## config.mk

```make
export PLATFORM = sky130hd
export DESIGN_NAME = dtm_dmi_ctrl
export DESIGN_NICKNAME = d
export VERILOG_FILES = /design/src/rtl/dtm_pkg.sv /design/src/rtl/dtm_shift_chain.sv /design/src/rtl/dtm_dmi_engine.sv /design/src/rtl/dtm_dmi_ctrl.sv
export SDC_FILE = /design/constraint.sdc
export NUM_CORES = 1
export LEC_CHECK = 0
export BUFFER_PORTS_ARGS = -buffer_cell sky130_fd_sc_hd__buf_4
export CAP_MARGIN = 10
export CORE_UTILIZATION = 58
export CTS_CLUSTER_DIAMETER = 80
export DETAILED_ROUTE_END_ITERATION = 8
export HOLD_SLACK_MARGIN = 0.15
export PLACE_DENSITY_LB_ADDON = 0.25
export SYNTH_ARGS = -nofsm -noshare
export SYNTH_HDL_FRONTEND = slang
export SYNTH_SLANG_ARGS = --single-unit
```

## constraint.sdc

```tcl
create_clock -name clk -period 3.2 [get_ports clk]
set_clock_uncertainty 0.1 [all_clocks]
set_input_delay 0.16 -clock clk [delete_from_list [all_inputs] [get_ports clk]]
set_output_delay 0.16 -clock clk [all_outputs]
set_load 0.1 [all_outputs]
```

## src/rtl/dtm_pkg.sv

```systemverilog
// Shared encodings for the debug transport access controller.
// Assumes a 2-bit operation field and a 2-bit status field.
package dtm_pkg;
    typedef enum logic [1:0] {
        OP_NOP = 2'd0,
        OP_RD  = 2'd1,
        OP_WR  = 2'd2,
        OP_RSV = 2'd3
    } dmi_op_e;

    typedef enum logic [1:0] {
        ST_OK   = 2'd0,
        ST_RSV  = 2'd1,
        ST_ERR  = 2'd2,
        ST_BUSY = 2'd3
    } dmi_stat_e;

    typedef enum logic [1:0] {
        ENG_IDLE = 2'd0,
        ENG_REQ  = 2'd1,
        ENG_WAIT = 2'd2
    } eng_state_e;

    localparam int DATA_W    = 32;
    localparam int CS_W      = 32;
    localparam int CS_CLR_B  = 16;
    localparam int CS_HARD_B = 17;
endpackage

```

## src/rtl/dtm_shift_chain.sv

```systemverilog
// Generic capture/shift register for one test data register.
// Capture loads a parallel value. Shift moves tdi into the top bit and
// drops bit 0, so the caller reads bit 0 as the serial output.
// Assumes capture and shift are never high in the same cycle.
module dtm_shift_chain #(
    parameter int W = 32
) (
    input  logic         clk,
    input  logic         rst_n,
    input  logic         cap,
    input  logic [W-1:0] cap_val,
    input  logic         shift,
    input  logic         tdi,
    output logic [W-1:0] q
);
    // Parallel load on capture, one-bit right shift on shift.
    always_ff @(posedge clk) begin
        if (!rst_n)     q <= '0;
        else if (cap)   q <= cap_val;
        else if (shift) q <= {tdi, q[W-1:1]};
    end
endmodule

```

## src/rtl/dtm_dmi_engine.sv

```systemverilog
// Request/response engine for debug-module accesses.
// It issues one valid/ready request per accepted read or write and keeps
// the sticky busy/error status, the last request address and the last
// read data. A hard reset abandons the outstanding request.
// Assumes capture, update and the two clears never coincide, and that
// responses are single-cycle strobes without back-pressure.
module dtm_dmi_engine
    import dtm_pkg::*;
#(
    parameter int ABITS = 7
) (
    input  logic              clk,
    input  logic              rst_n,
    input  logic              cap_dmi,
    input  logic              upd_dmi,
    input  logic [1:0]        upd_op,
    input  logic [ABITS-1:0]  upd_addr,
    input  logic [DATA_W-1:0] upd_data,
    input  logic              clr_sticky,
    input  logic              hard_rst,
    output logic              req_valid,
    input  logic              req_ready,
    output logic [1:0]        req_op,
    output logic [ABITS-1:0]  req_addr,
    output logic [DATA_W-1:0] req_data,
    input  logic              rsp_valid,
    input  logic [DATA_W-1:0] rsp_data,
    input  logic              rsp_err,
    output logic [1:0]        sticky,
    output logic [1:0]        cap_status,
    output logic [ABITS-1:0]  last_addr,
    output logic [DATA_W-1:0] rdata
);
    eng_state_e state;
    logic       pending;
    logic       op_valid;

    assign pending   = (state != ENG_IDLE);
    assign op_valid  = (upd_op == OP_RD) || (upd_op == OP_WR);
    assign req_valid = (state == ENG_REQ);

    // Status presented at capture: sticky first, then live busy.
    always_comb begin
        if (sticky != ST_OK) cap_status = sticky;
        else if (pending)    cap_status = ST_BUSY;
        else                 cap_status = ST_OK;
    end

    // Sequencing of requests, responses, sticky status and clears.
    always_ff @(posedge clk) begin
        if (!rst_n) begin
            state     <= ENG_IDLE;
            sticky    <= ST_OK;
            req_op    <= OP_NOP;
            req_addr  <= '0;
            req_data  <= '0;
            last_addr <= '0;
            rdata     <= '0;
        end else if (hard_rst) begin
            state  <= ENG_IDLE;
            sticky <= ST_OK;
        end else begin
            if (state == ENG_REQ && req_ready) state <= ENG_WAIT;
            if (state == ENG_WAIT && rsp_valid) begin
                state <= ENG_IDLE;
                if (rsp_err) begin
                    if (sticky == ST_OK) sticky <= ST_ERR;
                end else if (req_op == OP_RD) begin
                    rdata <= rsp_data;
                end
            end
            if (cap_dmi && pending && sticky == ST_OK) sticky <= ST_BUSY;
            if (upd_dmi && sticky == ST_OK) begin
                if (pending) begin
                    sticky <= ST_BUSY;
                end else if (op_valid) begin
                    state     <= ENG_REQ;
                    req_op    <= upd_op;
                    req_addr  <= upd_addr;
                    req_data  <= upd_data;
                    last_addr <= upd_addr;
                end
            end
            if (clr_sticky) sticky <= ST_OK;
        end
    end

    // request fields hold until accepted
    a_r12_req_stable: assert property (@(posedge clk) disable iff (!rst_n)
        (req_valid && !req_ready && !hard_rst) |=>
        (req_valid && $stable(req_op) && $stable(req_addr) && $stable(req_data)));

    // one handshake per issued operation
    a_r12_one_handshake: assert property (@(posedge clk) disable iff (!rst_n)
        (req_valid && req_ready) |=> !req_valid);

    // a no-operation update leaves port and status quiet
    a_r6_nop_quiet: assert property (@(posedge clk) disable iff (!rst_n)
        (upd_dmi && !op_valid && !pending && sticky == ST_OK) |=>
        (!req_valid && sticky == ST_OK));

    // a sticky status blocks new requests
    a_r9_sticky_blocks: assert property (@(posedge clk) disable iff (!rst_n)
        (upd_dmi && sticky != ST_OK && !pending) |=> !req_valid);

    // sticky status holds until a clear
    a_r8_sticky_holds: assert property (@(posedge clk) disable iff (!rst_n)
        (sticky != ST_OK && !clr_sticky && !hard_rst) |=> $stable(sticky));

    // hard reset drops the request and the status
    a_r11_hard_reset: assert property (@(posedge clk) disable iff (!rst_n)
        hard_rst |=> (!req_valid && sticky == ST_OK));
endmodule

```

## src/rtl/dtm_dmi_ctrl.sv

```systemverilog
// Top of the debug transport access controller. It decodes the
// instruction code, holds the control/status and access shift chains,
// turns control/status updates into sticky clears or a hard reset, and
// drives the serial output from the selected chain.
// Assumes TAP strobes are single-cycle pulses in the clk domain.
module dtm_dmi_ctrl
    import dtm_pkg::*;
#(
    parameter int            IR_W      = 5,
    parameter logic [IR_W-1:0] IR_CS   = 5'h10,
    parameter logic [IR_W-1:0] IR_DMI  = 5'h11,
    parameter int            ABITS     = 7,
    parameter int            IDLE_HINT = 6
) (
    input  logic              clk,
    input  logic              rst_n,
    input  logic [IR_W-1:0]   ir_code,
    input  logic              capture_dr,
    input  logic              shift_dr,
    input  logic              update_dr,
    input  logic              tdi,
    output logic              tdo,
    output logic              dmi_req_valid,
    input  logic              dmi_req_ready,
    output logic [1:0]        dmi_req_op,
    output logic [ABITS-1:0]  dmi_req_addr,
    output logic [DATA_W-1:0] dmi_req_data,
    input  logic              dmi_rsp_valid,
    input  logic [DATA_W-1:0] dmi_rsp_data,
    input  logic              dmi_rsp_err
);
    localparam int DMI_W    = ABITS + DATA_W + 2;
    localparam int DATA_LSB = 2;
    localparam int ADDR_LSB = DATA_W + 2;

    logic              sel_cs, sel_dmi;
    logic [CS_W-1:0]   cs_q, cs_cap;
    logic [DMI_W-1:0]  dmi_q, dmi_cap;
    logic [1:0]        sticky, cap_status;
    logic [ABITS-1:0]  last_addr;
    logic [DATA_W-1:0] rdata;
    logic              cs_upd, clr_sticky, hard_rst;
    logic              unused_cs_bits;

    assign sel_cs  = (ir_code == IR_CS);
    assign sel_dmi = (ir_code == IR_DMI);

    assign cs_upd     = update_dr && sel_cs;
    assign clr_sticky = cs_upd && cs_q[CS_CLR_B];
    assign hard_rst   = cs_upd && cs_q[CS_HARD_B];
    assign unused_cs_bits = ^{cs_q[CS_W-1:CS_HARD_B+1], cs_q[CS_CLR_B-1:0]};

    // Control/status capture word: version, address width, status, idle hint.
    always_comb begin
        cs_cap        = '0;
        cs_cap[3:0]   = 4'd1;
        cs_cap[9:4]   = 6'(ABITS);
        cs_cap[11:10] = sticky;
        cs_cap[14:12] = 3'(IDLE_HINT);
    end

    // Access capture word: last address, last read data, status.
    assign dmi_cap = {last_addr, rdata, cap_status};

    dtm_shift_chain #(.W(CS_W)) u_cs_chain (
        .clk     (clk),
        .rst_n   (rst_n),
        .cap     (capture_dr && sel_cs),
        .cap_val (cs_cap),
        .shift   (shift_dr && sel_cs),
        .tdi     (tdi),
        .q       (cs_q)
    );

    dtm_shift_chain #(.W(DMI_W)) u_dmi_chain (
        .clk     (clk),
        .rst_n   (rst_n),
        .cap     (capture_dr && sel_dmi),
        .cap_val (dmi_cap),
        .shift   (shift_dr && sel_dmi),
        .tdi     (tdi),
        .q       (dmi_q)
    );

    dtm_dmi_engine #(.ABITS(ABITS)) u_engine (
        .clk        (clk),
        .rst_n      (rst_n),
        .cap_dmi    (capture_dr && sel_dmi),
        .upd_dmi    (update_dr && sel_dmi),
        .upd_op     (dmi_q[1:0]),
        .upd_addr   (dmi_q[ADDR_LSB +: ABITS]),
        .upd_data   (dmi_q[DATA_LSB +: DATA_W]),
        .clr_sticky (clr_sticky),
        .hard_rst   (hard_rst),
        .req_valid  (dmi_req_valid),
        .req_ready  (dmi_req_ready),
        .req_op     (dmi_req_op),
        .req_addr   (dmi_req_addr),
        .req_data   (dmi_req_data),
        .rsp_valid  (dmi_rsp_valid),
        .rsp_data   (dmi_rsp_data),
        .rsp_err    (dmi_rsp_err),
        .sticky     (sticky),
        .cap_status (cap_status),
        .last_addr  (last_addr),
        .rdata      (rdata)
    );

    // Serial output from the selected chain, 0 when neither is selected.
    always_comb begin
        if (sel_cs)       tdo = cs_q[0];
        else if (sel_dmi) tdo = dmi_q[0];
        else              tdo = 1'b0;
    end
endmodule

```

== Word-level counts from Yosys, hierarchy flattened ==
Cells that the tools add are included.

* Input bits: 46
* Output and inout port bits: 43
* Word-level logic and storage cells: 63
* Register bits: 150

* Equality and inequality tests: 7
* Reduce and logical (&&, ||, !) cells: 24
* Mux-type cells: 19
* Bitwise operators: 4

{| class="wikitable"
|+ Operator list
! operator !! count
|-
| $mux 41 || 2
|-
| $mux 15 || 2
|-
| $mux 2 || 13
|-
| $logic_and 1x1->1 || 13
|-
| $eq 5x5->1 const B || 2
|-
| $reduce_and 4->1 || 2
|-
| $reduce_bool 2->1 || 4
|-
| $eq 2x1->1 const B || 3
|-
| $eq 2x2->1 const B || 2
|-
| $not 1->1 || 4
|-
| $reduce_or 2->1 || 2
|-
| $reduce_or 3->1 || 1
|-
| $logic_not 2->1 || 1
|-
| $mux 1 || 2
|-
| $logic_or 1x1->1 || 1
|}

== Longest topological paths before layout ==
Gate-level depths: netlist (run 1).

* Word-level depth: 7
* Depth in mapped cells: 6
* Mapped depth without buffers: 4

== Cells and area by module ==
A second synthesis (run 1) with hierarchy kept.

* Cells, all modules: 697
* Area, all modules: 7390.8 µm²

{| class="wikitable"
|+ Modules (own cells, without submodules)
! module !! cells each !! instances !! area an instance (µm²) !! sequential area each (µm²)
|-
| dtm_dmi_engine || 362 || 1 || 3218.1 || 1541.5
|-
| dtm_shift_chain at u_dmi_chain || 182 || 1 || 2290.9 || 820.8
|-
| dtm_shift_chain at u_cs_chain || 141 || 1 || 1778.0 || 640.6
|-
| dtm_dmi_ctrl || 12 || 1 || 103.8 || 0.0
|}

== Least setup slack after synthesis (run 1) ==
No wires, ideal clock.

* Kind: reg2reg
* Start: register u_engine.req_op[0]
* End: register u_engine.rdata[10]
* Path buffers: 2
* Cell stages (with the launch flop): 6
* Required time: 3.028 ns
* Slack: 1.150 ns
* Library setup time: 0.072 ns
* Clock period less this slack: 2.050 ns
* Arrival time: 1.879 ns
* Cells stage by stage: dfxtp_1 > nor4b_1 > o21a_1 > buf_2 > buf_6 > mux2i_1

* Word-level cells in the longest chain between the ends: 2

{| class="wikitable"
|+ Ends and longest elaborated chain
! what !! RTL line !! text
|-
| start: declaration || dtm_dmi_engine.sv:23 || <nowiki>output logic [1:0] req_op,</nowiki>
|-
| start signal: assignment || dtm_dmi_engine.sv:78 || <nowiki>req_op <= upd_op;</nowiki>
|-
| $eq 2x1->1 || dtm_dmi_engine.sv:68 || <nowiki>end else if (req_op == OP_RD) begin</nowiki>
|-
| $reduce_and 4->1 (no source line) || -- ||
|-
| end signal: assignment || dtm_dmi_engine.sv:69 || <nowiki>rdata <= rsp_data;</nowiki>
|-
| end: declaration || dtm_dmi_engine.sv:32 || <nowiki>output logic [DATA_W-1:0] rdata</nowiki>
|}

Every way passes these cells.
A chain may end at the register's enable or synchronous reset.

== Final worst setup path (run 1) ==
* Start: input ir_code[2]
* End: register u_engine.rdata[12]

* Word-level cells in the longest chain between the ends: 5

{| class="wikitable"
|+ Ends and longest elaborated chain
! what !! RTL line !! text
|-
| start: declaration || dtm_dmi_ctrl.sv:17 || <nowiki>input logic [IR_W-1:0] ir_code,</nowiki>
|-
| $eq 5x5->1 || dtm_dmi_ctrl.sv:45 || <nowiki>assign sel_cs = (ir_code == IR_CS);</nowiki>
|-
| $logic_and 1x1->1 || dtm_dmi_ctrl.sv:48 || <nowiki>assign cs_upd = update_dr && sel_cs;</nowiki>
|-
| $logic_and 1x1->1 || dtm_dmi_ctrl.sv:50 || <nowiki>assign hard_rst = cs_upd && cs_q[CS_HARD_B];</nowiki>
|-
| $not 1->1 (no source line) || -- ||
|-
| $reduce_and 4->1 (no source line) || -- ||
|}

Every way passes these cells.

==> qor.csv, run 1 <==
stage;metric;value;unit
die;num_io_pins;89;
sta;fmax;325;MHz
cells_and_area;area_delta_synth_final;35.3;%
sta;setup_viol;0;
setup_path;cp-startpoint;ir_code[2];
logic_synthesis;ys_ff_latch;150;
logic_synthesis;synth_area;6160;sq um
detailed_routing;wl_met3;757;microns
detailed_routing;wl_met1;6790;microns
sta;slew_headroom;40.6;%
power;vdd_drop_max;0.402;mV
global_routing;grt_first_pass_wirelength;26900;microns
logic_synthesis;synth_cells;725;
setup_path;regToRegStartpoint;u_engine.state[1];
die;coreArea;10300;sq um
power;leakage;3.64;nW
power;p_sw;0.000874;W
global_routing;grt_max_degree;128;
clocking;cts_root_buf;clkbuf_8;
die;die_x;105;microns
sta;final_max_slew_viol_count;0;
sta;post-route-period-util;96.1;%
global_routing;antenna_found_initial;0;
detailed_routing;drc;0;
clocking;cts_setup_buffers;0;
clocking;clock_path_buffers;2;
power;power_frac_comb;6.1;%
place;placed_cells;894;
worst_hold_path;hold_start;ir_code[3];
run;drv_cap;0;
setup_path;path_class;in -> reg;
detailed_routing;drtIter0Drc;432;
detailed_routing;routed_via_density;5.76;
clocking;cts_buffers;17;
sta;tns;0;ns
cells_and_area;final_cells;1013;
logic_synthesis;ys_warn_count;0;
detailed_routing;detailroute.via_count;5830;
power;p_sw_share;20.4;%
power;intPower;0.00341;W
die;dieArea;11000;sq um
global_routing;track_usage;30.6;%
setup_path;endpoint_kind;register;
clocking;ctsHtreeMaxLevel;4;
detailed_routing;routed.top_layer;met4;
detailed_routing;wl_per_cell;15.9;microns
power;seqPwrFrac;44.1;%
sta;rsz0062_at_grt;false;
power;p_per_area;513;nW/um^2
cells_and_area;layout_commonest_cell;nand2_1;
clocking;cts.clk_slew.worst_paths;0.06;ns
sta;finalHoldViolCount;0;
die;die_h;105;microns
cells_and_area;nets;911;
cells_and_area;final_cell_mix;nand2_1 (159), dfxtp_1 (150), buf_4 (97);
place;place_congestion;0.905;
detailed_routing;drtAntennaViolNets;0;
power;p_total;0.00428;W
setup_path;crit_path_start_kind;input port;
setup_path;worstPathArrival;3.39;ns
place;dp_hpwl;8600;microns
clocking;cts_tree;built;
global_routing;grt_overflow;0;
logic_synthesis;synthesis.nets;771;
sta;worst_pin_slew;0.889;ns
die;rows;37;
detailed_routing;dr_wl_met2;8260;microns
detailed_routing;wirelength;16100;microns
clocking;insertion_delay;0.53;ns
logic_synthesis;synth_cell_type_count;37;
logic_synthesis;synth-seq-area-share;48.7;%
logic_synthesis;avgSynthCellArea;8.50;sq um
clocking;cts_sinks;150;
outcome;status;finished, final reports clean;
cells_and_area;layout-drive-gt1-share;16.0;%
power;clkPwrFrac;49.8;%
cells_and_area;diodes;0;
setup_path;critPathRequiredTime;3.51;ns
die;start_util;59.7;%
cells_and_area;final_util;80.8;%
setup_path;worstPathMaxFanout;19;
cells_and_area;fillCellCount;639;
worst_hold_path;min_path_type;in -> reg;
detailed_routing;drt_pass1_iterations;7;
sta;whs;0.226;ns
global_routing;grt_pass1_vias;5616;
place;port-buffer-count;88;
sta;fin_crit;3.08;ns
## final cells by class
cell class,count,area (sq um),area share [%]
timing repair buffer,187,1640,19.7
clock inverter,9,173,2.07
inverter,4,15.0,0.180
clock buffer,22,463,5.55
multi-input combinational,505,2880,34.5
sequential,150,3000,36.0
tap,136,170,2.04
## cells in the mapped netlist
| cell | instances | area share (%) |
|---|---|---|
| buf_6 | 3 | 0.55 |
| nor3b_1 | 40 | 4.9 |
| buf_2 | 13 | 1.1 |
| a41oi_1 | 1 | 0.14 |
| clkinv_1 | 1 | 0.061 |
| nor4b_1 | 2 | 0.28 |
| o32ai_1 | 1 | 0.14 |
| o21ai_0 | 82 | 6.7 |
| o211a_1 | 40 | 6.5 |
| a221oi_2 | 1 | 0.24 |
| a22oi_1 | 2 | 0.24 |
| buf_4 | 1 | 0.12 |
| o22ai_1 | 1 | 0.10 |
| nor3_1 | 2 | 0.16 |
| o21a_1 | 1 | 0.12 |
| nor4bb_1 | 1 | 0.16 |
| o2111ai_1 | 1 | 0.14 |
| inv_1 | 3 | 0.18 |
| mux2i_1 | 32 | 5.2 |
| nand4_1 | 1 | 0.10 |
| or3b_1 | 1 | 0.14 |
| nand2_1 | 159 | 9.7 |
| o221a_2 | 8 | 1.5 |
| xor2_1 | 1 | 0.14 |
| buf_1 | 8 | 0.49 |
| clkbuf_1 | 41 | 2.5 |
| a32o_1 | 1 | 0.16 |
| nor2_1 | 51 | 3.1 |
| o211ai_1 | 1 | 0.12 |
| nand3b_1 | 1 | 0.12 |
| o21ai_1 | 1 | 0.081 |
| and3b_1 | 1 | 0.14 |
| dfxtp_1 | 150 | 49 |
| nand3_1 | 42 | 3.4 |
| nor3b_4 | 1 | 0.30 |
| a21oi_1 | 28 | 2.3 |
| and3_1 | 1 | 0.10 |
## per-stage QoR
stage | worst slack, ns | area, sq um
floorplan | 1.15 | 6160
global placement | 1.03 | 6820
detailed placement | 0.891 | 6820
CTS | 0.112 | 8340
global route | 0.0423 | 8340
finish | 0.123 | 8340
## what timing repair did
item,4_1_cts,5_1_grt
endpoints found under the hold margin,100,0
resized for setup,0,1
endpoints found under the setup margin,0,2
hold buffers,88,0
## final timing paths
check | cells past startpoint | slack [ns] | end
worst max register to register | 6 | 0.37 | u_engine.rdata[12]
worst min-delay path | 6 | 0.23 | u_cs_chain.q[17]
worst max-delay path | 9 | 0.12 | u_engine.rdata[12]
worst min register to register | 2 | 0.35 | u_cs_chain.q[9]
## kinds of logic after synthesis
| family | Yosys count | share of synthesized area (%) |
|---|---|---|
| buffers and inverters | 70 | 4.95 |
| AO/OA/AOI/OAI | 169 | 18.4 |
| AND/OR/NAND/NOR | 303 | 22.6 |
| flip-flops | 150 | 48.7 |
| multiplexers | 32 | 5.20 |
| XOR/XNOR | 1 | 0.142 |
## flip-flops by register name, indices dropped and copies added (netlist names)
signal             flops
u_dmi_chain.q         41
u_cs_chain.q          32
u_engine.rdata        32
u_engine.req_data     32
u_engine.req_addr      7
u_engine.req_op        2
u_engine.state         2
u_engine.sticky        2
## layer usage
layer / GRT usage (%) / up-vias
met5: 0 / -
met4: 10.2 / 0
met3: 7.30 / 32
met2: 52.7 / 183
met1: 37.4 / 2826
li1: - / 2789
## worst max-delay path, cell delays in order
cell	delay, ns
dlygate4sd3_1	0.54
buf_4	0.14
nor3b_4	0.31
dlygate4sd3_1	0.64
nand2_1	0.16
o21a_4	0.37
buf_4	0.28
mux2i_1	0.17
dlygate4sd3_1	0.59
## power groups by stage
stage	clock network [W]	logic (W)	registers, W
after floorplan	0	0.000122	0.00193
after CTS	0.00216	0.000253	0.00189
after detailed placement	0	0.000196	0.00193
after global placement	0	0.000192	0.00193
final	0.00213	0.000260	0.00189
after global routing	0.00224	0.000285	0.00189
Note: power is estimated with default switching activity, not from simulation.
==> run 2, diff against run 1 <==
--- a/config.mk
+++ b/config.mk
@@ -12,6 +12,7 @@
 export DETAILED_ROUTE_END_ITERATION = 8
 export HOLD_SLACK_MARGIN = 0.15
 export PLACE_DENSITY_LB_ADDON = 0.25
+export RECOVER_POWER = 25
 export SYNTH_ARGS = -nofsm -noshare
 export SYNTH_HDL_FRONTEND = slang
 export SYNTH_SLANG_ARGS = --single-unit
==> run 2 against run 1 <==
Net effect:
- sequential power is essentially flat
- cell area down 2.0%
- global-route usage unchanged
- highest routed layer unchanged
==> qor.csv, run 2 (synthesized netlist as in run 1, its figures left out) <==
stage;metric;value;unit
clocking;insertion_delay;0.53;ns
power;leakage;3.46;nW
setup_path;cp_common_cell;dlygate4sd3_1;
clocking;cts.clk_slew.worst_paths;0.06;ns
detailed_routing;wl_met3;772;microns
clocking;cts_sinks;150;
run;drv_cap;0;
global_routing;grt_max_degree;128;
die;coreArea;10300;sq um
detailed_routing;dr_wl_met2;8300;microns
setup_path;critPathRequiredTime;3.51;ns
setup_path;worstPathArrival;3.39;ns
global_routing;antenna_found_initial;0;
power;p_per_area;524;nW/um^2
sta;post-route-period-util;96.3;%
detailed_routing;wirelength;16200;microns
power;seqPwrFrac;44.1;%
place;port-buffer-count;88;
setup_path;endpoint_kind;register;
cells_and_area;area_delta_synth_final;32.7;%
outcome;status;finished, final reports clean;
clocking;cts_tree;built;
cells_and_area;layout_commonest_cell;nand2_1;
detailed_routing;wl_per_cell;16.0;microns
die;die_x;105;microns
sta;rsz0062_at_grt;false;
cells_and_area;regMostFlops;u_dmi_chain.q;
cells_and_area;final_util;79.2;%
sta;fin_crit;3.08;ns
cells_and_area;largest_reg_flops;41;
detailed_routing;drt_pass1_iterations;9;
setup_path;slowest_stage;dlygate4sd3_1;
place;placed_cells;894;
sta;tns;0;ns
cells_and_area;diodes;0;
sta;fmax;325;MHz
place;place_area;6820;sq um
die;rows;37;
cells_and_area;layout-drive-gt1-share;11.2;%
setup_path;crit_path_start_kind;input port;
setup_path;worstPathCellList;dlygate4sd3_1 -> buf_4 -> nor3b_4 -> dlygate4sd3_1 -> nand2_1 -> o21a_4 -> buf_4 -> mux2i_1 -> dlygate4sd3_1;
detailed_routing;drc;0;
cells_and_area;final_cells;1013;
cells_and_area;fillCellCount;696;
worst_hold_path;min_path_type;in -> reg;
detailed_routing;drtAntennaViolNets;0;
sta;setup_viol;0;
setup_path;path_class;in -> reg;
clocking;cts_root_buf;clkbuf_8;
cells_and_area;nets;911;
global_routing;track_usage;30.6;%
cells_and_area;final_cell_mix;nand2_1 (159), dfxtp_1 (150), dlygate4sd3_1 (88);
detailed_routing;routed.top_layer;met4;
sta;whs;0.226;ns
clocking;ctsHtreeMaxLevel;4;
sta;slew_headroom;1.42;%
sta;worst_pin_slew;1.48;ns
clocking;clock_path_buffers;2;
die;num_io_pins;89;
clocking;cts_buffers;17;
detailed_routing;wl_met1;6820;microns
sta;final_max_slew_viol_count;0;
detailed_routing;detailroute.via_count;5834;
power;p_sw_share;20.4;%
power;clkPwrFrac;49.8;%
power;p_sw;0.000875;W
global_routing;grt_pass1_vias;5616;
cells_and_area;final_area;8180;sq um
die;dieArea;11000;sq um
clocking;cts_setup_buffers;0;
power;vdd_drop_max;0.403;mV
die;start_util;59.7;%
setup_path;critical_path.max_stage_delay;0.64;ns
power;intPower;0.00341;W
power;power_frac_comb;6.1;%
place;place_congestion;0.905;
detailed_routing;routed_via_density;5.76;
sta;finalHoldViolCount;0;
global_routing;grt_first_pass_wirelength;26900;microns
die;die_h;105;microns
global_routing;grt_overflow;0;
detailed_routing;drtIter0Drc;395;
setup_path;worstPathMaxFanout;19;
place;dp_hpwl;8600;microns
## run 2: changes by cell type in the layout (fill, tap and decap cells not counted)
cell and delta:
buf_4 -45, clkbuf_1 +42, clkbuf_2 +3
## run 2: routing by layer
metal | global-route usage (%) | vias to the layer above
met5 | 0 | -
met4 | 10.2 | 0
met3 | 7.30 | 28
met2 | 52.7 | 178
met1 | 37.4 | 2839
li1 | - | 2789
## run 2: worst paths after layout
path              cells past startpoint                 end              start  slack [ns]
setup / recovery                      9  u_engine.rdata[12]         ir_code[2]        0.12
hold / removal                        6     u_cs_chain.q[8]         ir_code[3]        0.23
setup reg to reg                      6  u_engine.rdata[12]  u_engine.state[1]        0.38
hold reg to reg                       2     u_cs_chain.q[9]   u_cs_chain.q[10]        0.35
## run 2: power groups by stage
stage / Clock [W] / Sequential, W / Combinational, W
floorplan: 0 / 0.00193 / 0.000122
global placement: 0 / 0.00193 / 0.000192
detailed placement: 0 / 0.00193 / 0.000196
CTS: 0.00216 / 0.00189 / 0.000253
global route: 0.00224 / 0.00189 / 0.000284
finish: 0.00213 / 0.00189 / 0.000260
## run 2: final cells by class
| cell class | instances | area (sq um) | share of cell area (%) |
|---|---|---|---|
| sequential | 150 | 3000 | 36.7 |
| clock inverter | 9 | 173 | 2.11 |
| inverter | 4 | 15.0 | 0.184 |
| timing repair buffer | 187 | 1480 | 18.0 |
| multi-input combinational | 505 | 2880 | 35.2 |
| clock buffer | 22 | 463 | 5.66 |
| tap | 136 | 170 | 2.08 |
## run 2: timing repair
item | in CTS | in global routing
setup endpoints to repair | 0 | 2
hold buffers | 88 | 0
resized for setup | 0 | 1
hold endpoints to repair | 100 | 0
## run 2: stage by stage
| step | worst slack [ns] | total power (W) |
|---|---|---|
| after floorplan | 1.15 | 0.00205 |
| after global placement | 1.03 | 0.00212 |
| after detailed placement | 0.891 | 0.00212 |
| after CTS | 0.112 | 0.00430 |
| after global routing | 0.0423 | 0.00441 |
| final | 0.119 | 0.00428 |
## run 2: worst max-delay path, delay by kind of cell
family          cells  cell delay [ns]
compound gates      1             0.37
buf+inv             5             2.19
mux                 1             0.18
simple gates        2             0.47
==> run 3, diff against run 2 <==
--- a/config.mk
+++ b/config.mk
@@ -7,7 +7,7 @@
 export LEC_CHECK = 0
 export BUFFER_PORTS_ARGS = -buffer_cell sky130_fd_sc_hd__buf_4
 export CAP_MARGIN = 10
-export CORE_UTILIZATION = 58
+export CORE_UTILIZATION = 45
 export CTS_CLUSTER_DIAMETER = 80
 export DETAILED_ROUTE_END_ITERATION = 8
 export HOLD_SLACK_MARGIN = 0.15
==> run 3 against run 2 <==
Net effect:
- via count decreased by 8.3%
- sequential share of layout area increased by 2.3 points
- clock power decreased by 14%
- die area increased by 28%
- total power decreased by 7.6%
- final cell count decreased by 0.30%
- highest routed layer unchanged
- first-iteration DRC count increased by 1.0%
- non-clock buffer count decreased by 43
==> qor.csv, run 3 (synthesized netlist as in run 1, its figures left out) <==
stage;metric;value;unit
global_routing;grt_pass1_vias;5104;
sta;tns;0;ns
die;rows;42;
detailed_routing;wl_per_cell;14.1;microns
sta;finalHoldViolCount;0;
global_routing;grt_first_pass_wirelength;24200;microns
setup_path;critPathRequiredTime;3.41;ns
outcome;status;finished, final reports clean;
detailed_routing;drtIter0Drc;399;
cells_and_area;layout-drive-gt1-share;11.3;%
die;num_io_pins;89;
run;drv_cap;0;
sta;fin_crit;2.98;ns
cells_and_area;regMostFlops;u_dmi_chain.q;
cells_and_area;largest_reg_flops;41;
setup_path;endpoint_kind;register;
clocking;cts_root_buf;clkbuf_16;
sta;final_max_slew_viol_count;0;
die;die_x;119;microns
power;p_total;0.00396;W
clocking;cts-resized-gates;0;
setup_path;worstPathArrival;3.19;ns
die;dieArea;14200;sq um
clocking;insertion_delay;0.42;ns
clocking;cts_tree;built;
place;port-buffer-count;88;
sta;slew_headroom;4.66;%
sta;fmax;336;MHz
global_routing;grt_max_degree;92;
detailed_routing;routed_via_density;5.30;
setup_path;rr_worst_depth;6;
global_routing;track_usage;21.2;%
sta;worst_pin_slew;1.43;ns
clocking;cts_buffers;17;
place;place_area;6880;sq um
setup_path;crit_path_start_kind;input port;
detailed_routing;drt_pass1_iterations;5;
place;place_congestion;0.841;
cells_and_area;final_cell_mix;nand2_1 (159), dfxtp_1 (150), o21ai_0 (82);
cells_and_area;diodes;0;
power;p_per_area;514;nW/um^2
detailed_routing;detailroute.via_count;5348;
worst_hold_path;min_path_type;in -> reg;
sta;rsz0062_at_grt;false;
cells_and_area;final_area;7690;sq um
clocking;clock_path_buffers;2;
die;coreArea;13300;sq um
detailed_routing;wirelength;14200;microns
detailed_routing;drtAntennaViolNets;0;
clocking;ctsHtreeMaxLevel;4;
global_routing;grt_overflow;0;
global_routing;antenna_found_initial;0;
die;start_util;46.4;%
worst_hold_path;hold_path_depth;3;
die;die_h;119;microns
clocking;cts_sinks;150;
sta;setup_viol;0;
setup_path;worstPathMaxFanout;8;
cells_and_area;layout_commonest_cell;nand2_1;
place;dp_hpwl;8580;microns
sta;whs;0.226;ns
cells_and_area;area_delta_synth_final;24.8;%
power;vdd_drop_max;0.293;mV
sta;post-route-period-util;93.1;%
clocking;cts.clk_slew.worst_paths;0.06;ns
power;leakage;3.19;nW
setup_path;path_class;in -> reg;
cells_and_area;nets;868;
detailed_routing;drc;0;
[run 3: critical path, cell delays in order]
cell,delay [ns]
dlygate4sd3_1,0.54
buf_4,0.14
nor3b_4,0.34
dlygate4sd3_1,0.62
o2111ai_1,0.10
dlygate4sd3_1,0.58
nand2_1,0.11
a221oi_2,0.05
dlygate4sd3_1,0.56
[run 3: metrics by stage]
step / setup slack [ns] / utilization, % / std cells
6_report: 0.221 / 57.9 / 1010
3_5_place_dp: 1.20 / 51.7 / 935
3_3_place_gp: 1.27 / 51.7 / 935
2_1_floorplan: 1.15 / - / 725
4_1_cts: 0.234 / 59.1 / 1010
5_1_grt: 0.118 / 57.9 / 1010
[run 3: final timing paths]
path	start	to	slack (ns)
worst min-delay path	shift_dr	u_dmi_chain.q[1]	0.23
worst min register to register	u_cs_chain.q[19]	u_cs_chain.q[18]	0.34
worst max register to register	u_engine.state[1]	u_engine.rdata[3]	0.73
worst max-delay path	ir_code[2]	u_engine.sticky[1]	0.22
[run 3: power breakdown]
part | switching [W] | internal (W) | leakage [nW] | total (W)
Sequential | 0.00000849 | 0.00188 | 1.21 | 0.00189
Clock | 0.000710 | 0.00112 | 0.265 | 0.00183
Combinational | 0.000123 | 0.000114 | 1.72 | 0.000237
[run 3: per-layer routing]
metal,track usage (%),wire [microns],vias up
met2,34.9,6710,104
met4,7.36,229,0
met3,4.79,572,20
met1,27.2,6730,2532
li1,-,-,2692
met5,0,0,-
[run 3: repair_timing]
action / 4_1_cts / 5_1_grt
endpoints found under the hold margin: 49 / 0
setup buffers: 0 / 0
hold buffers: 44 / 0
[run 3: final cells by class]
class                           instances  area [sq um]
Timing Repair Buffer                  144          1050
Fill cell                            1231          5600
Clock buffer                           27           493
Multi-Input combinational cell        505          2870
Inverter                                4          15.0
Tap cell                              176           220
Clock inverter                          4          45.0
Sequential cell                       150          3000
